<file path="src/rtl/rtim_pkg.sv">
package rtim_pkg;
  localparam int DATA_W    = 32;
  localparam int CTL_W     = 16;
  localparam int PS_W      = 8;
  localparam int SEL_W     = 3;
  localparam int BIT_FLAG  = 8;
  localparam int BIT_IE    = 5;
  localparam int START_W   = 8;
  localparam logic [CTL_W-1:0] CTL_RESET = 16'h0020;

  // terminal prescale count for a selection; out-of-range selections fall back to /4
  function automatic logic [PS_W-1:0] ps_limit(input logic [SEL_W-1:0] sel);
    if (sel < 3'd4) return PS_W'((32'd4 << (2 * sel)) - 32'd1);
    else            return PS_W'(3);
  endfunction
endpackage

</file>
<file path="src/rtl/rtim_prescale.sv">
module rtim_prescale
  import rtim_pkg::*;
(
  input  logic             clk_i,
  input  logic             rst_ni,
  input  logic             run_i,
  input  logic             restart_i,
  input  logic             tick_en_i,
  input  logic [SEL_W-1:0] sel_i,
  output logic             step_o
);
  logic [PS_W-1:0] pc_q;
  logic [PS_W-1:0] limit;

  assign limit  = ps_limit(sel_i);
  // >= keeps the divider from running away when sel shrinks mid-count
  assign step_o = run_i & tick_en_i & (pc_q >= limit);

  always_ff @(posedge clk_i or negedge rst_ni) begin
    if (!rst_ni)                 pc_q <= '0;
    else if (restart_i)          pc_q <= '0;
    else if (run_i && tick_en_i) pc_q <= (pc_q >= limit) ? '0 : pc_q + 1'b1;
  end

  AST_PS_WRAP: assert property (@(posedge clk_i) disable iff (!rst_ni)
    step_o |=> pc_q == '0);
  AST_PS_RESTART: assert property (@(posedge clk_i) disable iff (!rst_ni)
    restart_i |=> pc_q == '0);
endmodule

</file>
<file path="src/rtl/rtim_channel.sv">
module rtim_channel
  import rtim_pkg::*;
#(
  parameter int CNT_W = 32
) (
  input  logic              clk_i,
  input  logic              rst_ni,
  input  logic              run_i,
  input  logic              restart_i,
  input  logic              tick_en_i,
  input  logic              wr_cnt_i,
  input  logic              wr_rld_i,
  input  logic              wr_ctl_i,
  input  logic [DATA_W-1:0] wdata_i,
  output logic [CNT_W-1:0]  cnt_o,
  output logic [CNT_W-1:0]  rld_o,
  output logic [CTL_W-1:0]  ctl_o,
  output logic              irq_o
);
  logic [CNT_W-1:0] cnt_q, rld_q;
  logic [SEL_W-1:0] psel_q;
  logic             ie_q, flag_q, parked_q;
  logic             ps_step, step, uflow, sw_clr;

  rtim_prescale u_ps (
    .clk_i    (clk_i),
    .rst_ni   (rst_ni),
    .run_i    (run_i),
    .restart_i(restart_i),
    .tick_en_i(tick_en_i),
    .sel_i    (psel_q),
    .step_o   (ps_step)
  );

  // a bus write to the counter swallows a coincident step
  assign step   = ps_step & ~parked_q & ~wr_cnt_i;
  assign uflow  = step & (cnt_q == '0);
  assign sw_clr = wr_ctl_i & ~wdata_i[BIT_FLAG];

  always_ff @(posedge clk_i or negedge rst_ni) begin
    if (!rst_ni) begin
      cnt_q <= '0;
      rld_q <= '0;
    end else begin
      if (wr_cnt_i)  cnt_q <= wdata_i[CNT_W-1:0];
      else if (step) cnt_q <= uflow ? rld_q : cnt_q - 1'b1;
      if (wr_rld_i)  rld_q <= wdata_i[CNT_W-1:0];
    end
  end

  // one-shot: a zero reload parks the channel after its underflow
  always_ff @(posedge clk_i or negedge rst_ni) begin
    if (!rst_ni)                                  parked_q <= 1'b0;
    else if (wr_cnt_i || wr_rld_i || restart_i)   parked_q <= 1'b0;
    else if (uflow && rld_q == '0)                parked_q <= 1'b1;
  end

  always_ff @(posedge clk_i or negedge rst_ni) begin
    if (!rst_ni) begin
      psel_q <= CTL_RESET[SEL_W-1:0];
      ie_q   <= CTL_RESET[BIT_IE];
      flag_q <= CTL_RESET[BIT_FLAG];
    end else begin
      if (wr_ctl_i) begin
        psel_q <= wdata_i[SEL_W-1:0];
        ie_q   <= wdata_i[BIT_IE];
      end
      if (uflow)       flag_q <= 1'b1;
      else if (sw_clr) flag_q <= 1'b0;
    end
  end

  assign cnt_o = cnt_q;
  assign rld_o = rld_q;
  assign ctl_o = {7'b0, flag_q, 2'b0, ie_q, 2'b0, psel_q};
  assign irq_o = flag_q & ie_q;

  AST_HALT_HOLD: assert property (@(posedge clk_i) disable iff (!rst_ni)
    !run_i && !wr_cnt_i |=> $stable(cnt_q));
  AST_DEC_STEP: assert property (@(posedge clk_i) disable iff (!rst_ni)
    step && cnt_q != '0 |=> cnt_q == CNT_W'($past(cnt_q) - 1'b1));
  AST_UFLOW_RELOAD: assert property (@(posedge clk_i) disable iff (!rst_ni)
    uflow |=> cnt_q == $past(rld_q) && flag_q);
  AST_PARKED_QUIET: assert property (@(posedge clk_i) disable iff (!rst_ni)
    parked_q && !wr_cnt_i && !wr_rld_i && !restart_i |=> cnt_q == '0 && parked_q);
  AST_FLAG_STICKY: assert property (@(posedge clk_i) disable iff (!rst_ni)
    flag_q && !sw_clr |=> flag_q);
  AST_CNT_WR_WINS: assert property (@(posedge clk_i) disable iff (!rst_ni)
    wr_cnt_i |=> cnt_q == $past(wdata_i[CNT_W-1:0]));
endmodule

</file>
<file path="src/rtl/rtim_top.sv">
module rtim_top
  import rtim_pkg::*;
#(
  parameter int NUM_CH    = 3,
  parameter int CNT_W     = 32,
  parameter int ADDR_W    = 8,
  parameter int START_ADR = 'h00,
  parameter int CH_BASE   = 'h08,
  parameter int CH_STRIDE = 'h0C
) (
  input  logic              clk_i,
  input  logic              rst_ni,
  input  logic              req_i,
  input  logic              we_i,
  input  logic [ADDR_W-1:0] addr_i,
  input  logic [31:0]       wdata_i,
  output logic [31:0]       rdata_o,
  input  logic              tick_en_i,
  output logic [NUM_CH-1:0] irq_o
);
  localparam int OFF_CNT = 0;
  localparam int OFF_RLD = 4;
  localparam int OFF_CTL = 8;

  function automatic logic [ADDR_W-1:0] reg_adr(input int ch, input int off);
    return ADDR_W'(CH_BASE + CH_STRIDE * ch + off);
  endfunction

  logic [NUM_CH-1:0] start_q, start_rise;
  logic              wr, wr_start;
  logic [CNT_W-1:0]  cnt_a [NUM_CH];
  logic [CNT_W-1:0]  rld_a [NUM_CH];
  logic [CTL_W-1:0]  ctl_a [NUM_CH];

  assign wr         = req_i & we_i;
  assign wr_start   = wr & (addr_i == ADDR_W'(START_ADR));
  assign start_rise = wr_start ? (wdata_i[NUM_CH-1:0] & ~start_q) : '0;

  always_ff @(posedge clk_i or negedge rst_ni) begin
    if (!rst_ni)       start_q <= '0;
    else if (wr_start) start_q <= wdata_i[NUM_CH-1:0];
  end

  for (genvar g = 0; g < NUM_CH; g++) begin : g_ch
    rtim_channel #(.CNT_W(CNT_W)) u_ch (
      .clk_i    (clk_i),
      .rst_ni   (rst_ni),
      .run_i    (start_q[g]),
      .restart_i(start_rise[g]),
      .tick_en_i(tick_en_i),
      .wr_cnt_i (wr & (addr_i == reg_adr(g, OFF_CNT))),
      .wr_rld_i (wr & (addr_i == reg_adr(g, OFF_RLD))),
      .wr_ctl_i (wr & (addr_i == reg_adr(g, OFF_CTL))),
      .wdata_i  (wdata_i),
      .cnt_o    (cnt_a[g]),
      .rld_o    (rld_a[g]),
      .ctl_o    (ctl_a[g]),
      .irq_o    (irq_o[g])
    );
  end

  always_comb begin
    rdata_o = '0;
    if (addr_i == ADDR_W'(START_ADR)) rdata_o = 32'(start_q);
    for (int i = 0; i < NUM_CH; i++) begin
      if (addr_i == reg_adr(i, OFF_CNT)) rdata_o = 32'(cnt_a[i]);
      if (addr_i == reg_adr(i, OFF_RLD)) rdata_o = 32'(rld_a[i]);
      if (addr_i == reg_adr(i, OFF_CTL)) rdata_o = 32'(ctl_a[i]);
    end
  end

  AST_START_HOLD: assert property (@(posedge clk_i) disable iff (!rst_ni)
    !wr_start |=> $stable(start_q));
endmodule

</file>
<file path="config.mk">
export PLATFORM = sky130hd
export DESIGN_NAME = rtim_top
export DESIGN_NICKNAME = d
export VERILOG_FILES = /design/src/rtl/rtim_pkg.sv /design/src/rtl/rtim_prescale.sv /design/src/rtl/rtim_channel.sv /design/src/rtl/rtim_top.sv
export SDC_FILE = /design/constraint.sdc
export NUM_CORES = 1
export LEC_CHECK = 0
export ABC_AREA = 1
export BUFFER_PORTS_ARGS = -buffer_cell sky130_fd_sc_hd__clkbuf_2
export CAP_MARGIN = 5
export CORE_MARGIN = 1.5
export CORE_UTILIZATION = 50
export CTS_BUF_LIST = sky130_fd_sc_hd__clkbuf_8
export CTS_CLUSTER_SIZE = 10
export DETAILED_ROUTE_END_ITERATION = 8
export PLACE_DENSITY = 0.66
export SLEW_MARGIN = 20
export SYNTH_ARGS = -nofsm -noshare
export SYNTH_HDL_FRONTEND = slang
export SYNTH_SLANG_ARGS = --single-unit
export TNS_END_PERCENT = 30
</file>
<file path="constraint.sdc">
create_clock -name clk_i -period 3.81 [get_ports clk_i]
set_input_delay 0.762 -clock clk_i [delete_from_list [all_inputs] [get_ports clk_i]]
set_output_delay 0.762 -clock clk_i [all_outputs]
set_load 0.005 [all_outputs]
</file>
======== Word level (Yosys, flattened, before mapping) ========
Cells that the tools add are included.
Widths: inputs -> output; s select.
operators by class
  eq/ne operators ......................... 9
  multiplexer cells ....................... 44
  bitwise gates (word level) .............. 41
  shifts and indexed selects .............. 3
  reduce and logical (&&, ||, !) cells .... 31
  add/sub/neg operators ................... 9
  order comparisons ....................... 6
operator list
  cell                   number
  $mux 32                18
  $logic_not 32->1       6
  $mux 8                 12
  $sub 32x1->32 const B  3
  $and 1x1->1            32
  $eq 8x5->1 const B     4
  $add 8x1->8 const B    3
  $eq 8x6->1 const B     3
  $ge 8x8->1             3
  $reduce_bool 2->1      12
  $shl 3x4->8 const A    3
  $sub 8x1->8 const B    3
  $eq 8x4->1 const B     2
  $mux 1                 12
  $lt 3x3->1 const B     3
  $logic_not 8->1        1
  $not 1->1              7
  $logic_and 1x1->1      6
  $logic_or 1x1->1       6
  $mux 3                 2
  $and 3x3->3            1
  $not 3->3              1
storage, ports and cells
  bits in registers ....................... 237
  logic and storage cells ................. 165
  output and inout bits ................... 35

======== Logic depth before layout (Yosys ltp) ========
Gate-level depths: netlist (run 1).
  depth in word-level cells ............... 11
  gate-level depth with buffers ........... 15
  mapped depth without buffers ............ 14

======== Hierarchy ========
A second synthesis (run 1) with hierarchy kept.
unflattened totals
  cell total of the unflattened synthesis .. 2,802
  area total of the unflattened synthesis .. 18,308.8 µm²
modules (own cells, without submodules)
  module         cells an instance  instances  seq. area each (µm²)  area each (µm²)
  rtim_channel   669                3          1,752.9               4,549.4
  rtim_top       513                1          75.1                  2,453.6
  rtim_prescale  94                 3          200.2                 735.7

======== Worst setup path after synthesis (run 1) ========
No wires, ideal clock.
  path type ............................... input-to-output
  start ................................... input addr_i[7]
  end ..................................... output rdata_o[18]
  path slack .............................. 1.224 ns
  data required time ...................... 3.048 ns
  buffers on the path ..................... 2
  cell stages on the path ................. 9
  arrival ................................. 1.824 ns
  path through ............................ nor2_2 > nand3_1 > inv_1 > nand2_1 > inv_1 > buf_2 > buf_2 > a21oi_1 > nand4_1
between the ends
  longest elaborated chain between the ends .. 10
ends and longest elaborated chain
  what                RTL line        RTL
  start: declaration  rtim_top.sv:15  input logic [ADDR_W-1:0] addr_i,
  $eq 8x4->1          rtim_top.sv:66  if (addr_i == reg_adr(i, OFF_CNT)) rdata_o = 32'(cnt_a[i]);
  $mux 32             rtim_top.sv:66
  $mux 32             rtim_top.sv:67  if (addr_i == reg_adr(i, OFF_RLD)) rdata_o = 32'(rld_a[i]);
  $mux 32             rtim_top.sv:68  if (addr_i == reg_adr(i, OFF_CTL)) rdata_o = 32'(ctl_a[i]);
  $mux 32             rtim_top.sv:66
  $mux 32             rtim_top.sv:67
  $mux 32             rtim_top.sv:68
  $mux 32             rtim_top.sv:66
  $mux 32             rtim_top.sv:67
  $mux 32 (*)         rtim_top.sv:68
  end: declaration    rtim_top.sv:17  output logic [31:0] rdata_o,
Every way passes the cells marked *; elsewhere a longest branch is shown, timed or not.

======== Worst setup path after layout (run 1) ========
  start ................................... input addr_i[1]
  end ..................................... output rdata_o[1]
between the ends
  longest elaborated chain between the ends .. 11
ends and longest elaborated chain
  what             RTL line        RTL
  $logic_not 8->1  rtim_top.sv:64  if (addr_i == ADDR_W'(START_ADR)) rdata_o = 32'(start_q);
  $mux 3           rtim_top.sv:64
  $mux 32          rtim_top.sv:66
  $mux 32          rtim_top.sv:67
  $mux 32          rtim_top.sv:68
  $mux 32          rtim_top.sv:66
  $mux 32          rtim_top.sv:67
  $mux 32          rtim_top.sv:68
  $mux 32          rtim_top.sv:66
  $mux 32          rtim_top.sv:67
  $mux 32 (*)      rtim_top.sv:68
Marked as above.

==> results of run 1 <==
==> report_power, final <==
part / internal (mW) / leakage [nW] / switching, mW / total [mW]
logic: 1.13 / 5.49 / 2.31 / 3.43
registers: 2.98 / 3.03 / 0.643 / 3.63
clock network: 1.49 / 0.543 / 1.21 / 2.70
==> layout by cell type, fill, tap and decap left out, types with 2 or more instances in the layout <==
master,n
ha_1,24
nor3_4,2
nand4_1,52
nor2_4,13
buf_12,3
nor2_8,2
nand3_1,140
dfrtp_1,234
buf_4,30
o2111ai_1,5
o21ai_0,136
nor3_1,12
o22ai_1,86
nand3_2,12
nand2_2,24
o211ai_1,10
o21ai_1,54
nand2_4,2
xnor2_1,19
o21bai_1,9
clkbuf_2,78
clkbuf_8,64
nor2_1,200
or2_2,4
xor2_1,53
nor2_2,19
o31ai_1,2
inv_2,9
dfstp_2,3
clkinv_2,6
nand4_2,3
nand2_1,795
a21oi_1,60
nor4_1,13
inv_1,319
==> worst paths after layout <==
check | startpoint | end | slack, ns | depth (start not counted)
max | addr_i[1] | rdata_o[1] | 0.50 | 14
min | rst_ni | g_ch[0].u_ch.u_ps.pc_q[3] | 0.17 | 1
max reg2reg | g_ch[2].u_ch.psel_q[2] | g_ch[2].u_ch.cnt_o[19] | 0.86 | 14
min reg2reg | g_ch[0].u_ch.rld_o[15] | g_ch[0].u_ch.rld_o[15] | 0.49 | 2
max in group asynchronous | rst_ni | g_ch[2].u_ch.ie_q | 2.64 | 2
min in group clk_i | wdata_i[16] | g_ch[1].u_ch.cnt_o[16] | 0.40 | 3
==> area by class of cell <==
class / count / share of cell area
Clock inverter: 18 / 0.004831
Tap cell: 402 / 0.02814
Sequential cell: 237 / 0.3321
Clock buffer: 64 / 0.04929
Inverter: 320 / 0.06735
Multi-Input combinational cell: 1755 / 0.4797
Timing Repair Buffer: 112 / 0.03864
==> worst max-delay path: stages <==
cell and delay (ns):
clkbuf_2 0.10, nor2_2 0.14, nand3_1 0.16, nor2_4 0.35, inv_1 0.09, buf_4 0.26, nor2_1 0.13, nor2_1 0.06
nand2_1 0.11, nand2_1 0.09, nand2_1 0.07, nand2_1 0.05, nand2_1 0.05, clkbuf_2 0.12
==> kinds of logic after synthesis <==
family | Yosys count | share of synthesized area
simple gates | 1295 | 0.3494
compound gates | 364 | 0.1248
xor+xnor | 72 | 0.03920
flops | 237 | 0.3689
buf+inv | 396 | 0.09900
fa+ha+maj | 24 | 0.01867
==> routing by layer <==
layer | up-vias | global-route usage | part of all wire
met5 | - | 0 | 0
met4 | 0 | 0.1848 | 0.051
met3 | 148 | 0.07064 | 0.094
met2 | 842 | 0.5910 | 0.43
met1 | 7861 | 0.5206 | 0.42
li1 | 7857 | - | -
==> flip-flops by register name, indices dropped and copies added, names as in the netlist <==
name	count
g_ch.u_ch.cnt_o	96
g_ch.u_ch.flag_q	3
g_ch.u_ch.ie_q	3
g_ch.u_ch.parked_q	3
g_ch.u_ch.psel_q	9
g_ch.u_ch.rld_o	96
g_ch.u_ch.u_ps.pc_q	24
start_q	3
==> through the flow <==
stage               instance area [um2]    util
detailed placement                16900  0.5342
global placement                  16900  0.5342
CTS                               17870  0.5648
finish                            17870  0.5649
floorplan                         16090       -
global route                      17870  0.5649
==> results.yml, run 1 <==
sta:
  whs_ns: 0.1702
  period_needed_ns: 3.308
  finalCritPeriodShare: 0.8681
  setup_viol: 0
  hold_viol_final: 0
  setup_ws_ns: 0.5024
  rsz0062_at_grt: "false"
  slew_viol_final: 0
  setup_tns_ns: 0
  relSlewSlack: 0.4485
  fmax_mhz: 302.3
  tightest_slew_ns: 0.8273
  finClkSkew_ns: 0.03476
critical_path:
  cp_max_fo: 24
  critPathLaunchType: "input pin"
  worst-setup-path-type: "input pin to primary output"
  worstPathRequired_ns: 3.05
  arrival_ns: 2.55
  worstSetupEndpointType: "primary output"
min_path:
  min_path_type: "input pin to asynchronous set/reset pin"
final_layout:
  final_nets: 2541
  nFillCells: 3178
  layout-drive-gt1-share: 0.1117
  final_cells: 2908
  synthToLayoutAreaGrowth_pct: 11.09
  regArea_um2: 5934
  antenna_cells: 0
  multi_input_area_um2: 8573
clock_network:
  cts_hold_buffers: 0
  clock_path_buffers: 3
  root_buffer: "clkbuf_8"
  htree_levels: 2
  post_cts_resized: 0
  clock-sinks: 237
  cts_buffers: 46
  cts.clk_slew.worst_paths_ns: 0.06
  clkLatencyLatePin_ns: 0.63
  cts_setup_buffers: 0
  cts_tree: "yes"
pwr:
  irDropWorstVdd_uv: 413.4
  p_leak_nw: 9.068
  power_density_nw_per_um2: 546.0
  power_mw: 9.758
global_route:
  overflow: 0
  grtUsageTotal: 0.3832
  grt_first_pass_wirelength_mm: 95.37
  antenna_found_initial: 0
  grt_pass1_vias: 15860
  grt_max_degree: 96
placement:
  dp_cells: 2826
  io_buffers: 79
  gp_congestion: 1.077
  dp_hpwl_mm: 47.35
  post-place-ws_ns: 0.6086
floorplan:
  num_io_pins: 80
  num_rows: 65
  start_util: 0.5085
  core_um2: 31640
  die_h_um: 182.4
  die_area_um2: 33260
  dieWidth_um: 182.4
synthesis:
  synth.avg_cell_area_um2: 6.737
  ys_warn_count: 0
  synth-main-ff-cell: "dfrtp_1"
  synth_enable_flop_cells: 0
  syn_inst: 2388
  synth_top_area_cell: "dfrtp_1"
  synthArstFlopShare: 1.000
  yosysSeqAreaShare: 0.3689
  synthTopCellsByCount: "798 x nand2_1, 309 x inv_1, 234 x dfrtp_1"
  synth_seq_cells: 237
  yosys.cell_types.count: 41
  synth_nets: 2457
  syn_area_um2: 16090
  yosysMostFrequentCell: "nand2_1"
  synth.top_cell.area_share: 0.3640
  synth.area.top_cells: "dfrtp_1 36%, nand2_1 19%, inv_1 7.2%, nor2_1 4.7%, nand3_1 4.4%"
drt:
  drt-initial-drc-count: 1742
  viasPerCell: 5.746
  detail_route.wl_per_cell_um: 21.57
  dr_total_vias: 16710
  drc: 0
  ant_nets: 0
  dr.pass1.iters: 5
  drt-total-wl_mm: 62.73
status:
  outcome: "finished, final reports clean"
run:
  drv_cap: 0
Power figures use the tool's default switching activity.
==> run 2, diff against run 1 <==
==> constraint.sdc (replaced) <==
create_clock -name clk_i -period 3.81 [get_ports clk_i]
set_input_delay 0.762 -clock clk_i [delete_from_list [all_inputs] [get_ports clk_i]]
set_output_delay 0.762 -clock clk_i [all_outputs]
set_load 0.1 [all_outputs]
==> run 2 against run 1 <==
Total power shrank 1.6%. Worst hold slack got worse by 0.083 ns. Fmax fell by 3.2%. Flip-flop and latch count did not move. Wire length is 2.5% lower. Cell count shrank 0.14%. Die area stayed put. Non-clock buffer count rose by 2. Clock skew shrank 0.014 ns. Sequential power is essentially flat. Clock power is 4% lower. Core utilization grew 1.4 points.
==> results.yml, run 2 (same netlist as run 1, synthesis figures left out) <==
status:
  outcome: "finished, final reports clean"
global_route:
  grt_first_pass_wirelength_mm: 93.81
  antenna_found_initial: 0
  grtUsageTotal: 0.3752
  overflow: 0
  grt_max_degree: 73
  grt_pass1_vias: 15640
clock_network:
  post_cts_resized: 0
  cts_hold_buffers: 0
  cts_setup_buffers: 0
  cts_tree: "yes"
  clock-sinks: 237
  root_buffer: "clkbuf_8"
  cts.clk_slew.worst_paths_ns: 0.06
  clkLatencyLatePin_ns: 0.62
  clock_path_buffers: 3
  htree_levels: 2
  cts_buffers: 45
floorplan:
  start_util: 0.5085
  num_io_pins: 80
  core_um2: 31640
  die_area_um2: 33260
  die_h_um: 182.4
  num_rows: 65
  dieWidth_um: 182.4
placement:
  dp_hpwl_mm: 46.19
  io_buffers: 79
  gp_congestion: 1.044
final_layout:
  layout_commonest_cell: "nand2_1"
  antenna_cells: 0
  synthToLayoutAreaGrowth_pct: 13.91
  layout-drive-gt1-share: 0.1095
  layout_common_cells: "795 x nand2_1, 321 x inv_1, 234 x dfrtp_1"
  nFillCells: 3112
  final_nets: 2542
  post-route-util: 0.5792
sta:
  rsz0062_at_grt: "false"
  slew_viol_final: 0
  setup_tns_ns: 0
  relSlewSlack: 0.2972
  finalCritPeriodShare: 0.8972
  hold_viol_final: 0
  tightest_slew_ns: 1.050
  fmax_mhz: 292.6
  setup_viol: 0
  finClkSkew_ns: 0.02120
  period_needed_ns: 3.418
pwr:
  p_int_mw: 5.544
  power_switching_mw: 4.063
  seqPwrFrac: 0.378
  irDropWorstVdd_uv: 306.6
  p_comb_frac: 0.352
  power_density_nw_per_um2: 524.2
  power_mw: 9.606
  clkPwrFrac: 0.270
  p_leak_nw: 9.158
  swShare: 0.4229
drt:
  dr_total_vias: 16670
  drc: 0
  viasPerCell: 5.740
  ant_nets: 0
  dr.pass1.iters: 6
  drt-initial-drc-count: 1786
  detail_route.wl_per_cell_um: 21.07
  drt-total-wl_mm: 61.20
critical_path:
  crit_chain: "clkbuf_2 > nor2_2 > nand3_2 > inv_2 > nand2_1 > buf_12 > o21ai_0 > a21oi_1 > o2111ai_1 > buf_12"
  cp_num_buf_inv: 4
  worstPathRequired_ns: 3.05
  critPathLaunchType: "input pin"
  critPathSlowestCell: "o21ai_0"
  worst-setup-path-type: "input pin to primary output"
  crit_top_cell: "buf_12"
  worstSetupEndpointType: "primary output"
  crit_family: "compound AO/OA/AOI/OAI gates"
  cp_slowest_stage_delay_ns: 0.54
  cp_max_fo: 30
  arrival_ns: 2.66
run:
  drv_cap: 0
min_path:
  min_path_type: "input pin to asynchronous set/reset pin"
-- run 2: changes by cell type in the layout (fill, tap and decap cells not counted), sizes merged --
| cell | before | now |
|---|---|---|
| clkinv | 7 | 4 |
| inv | 330 | 332 |
| clkbuf | 142 | 104 |
| bufinv | 0 | 1 |
| buf | 34 | 68 |
-- run 2: layout make-up --
type | count | area, um2 | share of cell area
Inverter | 320 | 1204 | 0.06568
Tap cell | 402 | 503.0 | 0.02745
Multi-Input combinational cell | 1755 | 8568 | 0.4676
Timing Repair Buffer | 114 | 1211 | 0.06609
Sequential cell | 237 | 5934 | 0.3238
Clock inverter | 18 | 106.4 | 0.005804
Clock buffer | 58 | 798.3 | 0.04356
-- run 2: layer usage --
layer	routed length, um	up-vias	global-route usage
met4	3330	0	0.2026
li1	-	7848	-
met1	26330	7809	0.5218
met3	5449	152	0.05907
met5	0	-	0
met2	26090	860	0.5618
-- run 2: through the flow --
| stage | setup WS [ns] | instances | cell area, um2 | hold slack, ns |
|---|---|---|---|---|
| 2_1_floorplan | 0.1526 | 2388 | 16090 | 0.4530 |
| 3_3_place_gp | 0.4553 | 2828 | 17420 | 0.4661 |
| 3_5_place_dp | 0.4216 | 2828 | 17420 | 0.4751 |
| 4_1_cts | 0.4158 | 2904 | 18330 | 0.1101 |
| 5_1_grt | 0.3656 | 2904 | 18330 | 0.1504 |
| 6_report | 0.3918 | 2904 | 18330 | 0.08746 |
-- run 2: path summary, 6_finish.rpt --
| kind | startpoint | endpoint | cells past startpoint | slack (ns) |
|---|---|---|---|---|
| min in group clk_i | wdata_i[3] | g_ch[1].u_ch.cnt_o[3] | 3 | 0.43 |
| min | rst_ni | g_ch[0].u_ch.u_ps.pc_q[4] | 1 | 0.09 |
| max reg2reg | g_ch[2].u_ch.psel_q[2] | g_ch[2].u_ch.cnt_o[31] | 14 | 0.90 |
| max | addr_i[7] | rdata_o[24] | 10 | 0.39 |
| min reg2reg | g_ch[0].u_ch.rld_o[17] | g_ch[0].u_ch.rld_o[17] | 2 | 0.49 |
| max in group asynchronous | rst_ni | g_ch[2].u_ch.ie_q | 2 | 2.81 |
-- run 2: worst register-to-register path, delay by kind of cell, from the launching register on --
kind	cells	cell delay, ns
buffers and inverters	2	0.42
AO/OA/AOI/OAI	1	0.17
flip-flops	1	0.41
adder cells (fa/ha/maj)	1	0.34
AND/OR/NAND/NOR	10	1.47
-- run 2: power by group through the flow --
| stage | Clock (mW) | Combinational, mW | Sequential [mW] |
|---|---|---|---|
| final | 2.60 | 3.38 | 3.63 |
| after global routing | 2.73 | 3.83 | 3.67 |
| after CTS | 2.62 | 3.34 | 3.60 |
| after floorplan | 0 | 2.50 | 3.40 |
| after detailed placement | 0 | 3.31 | 3.63 |
| after global placement | 0 | 3.27 | 3.64 |
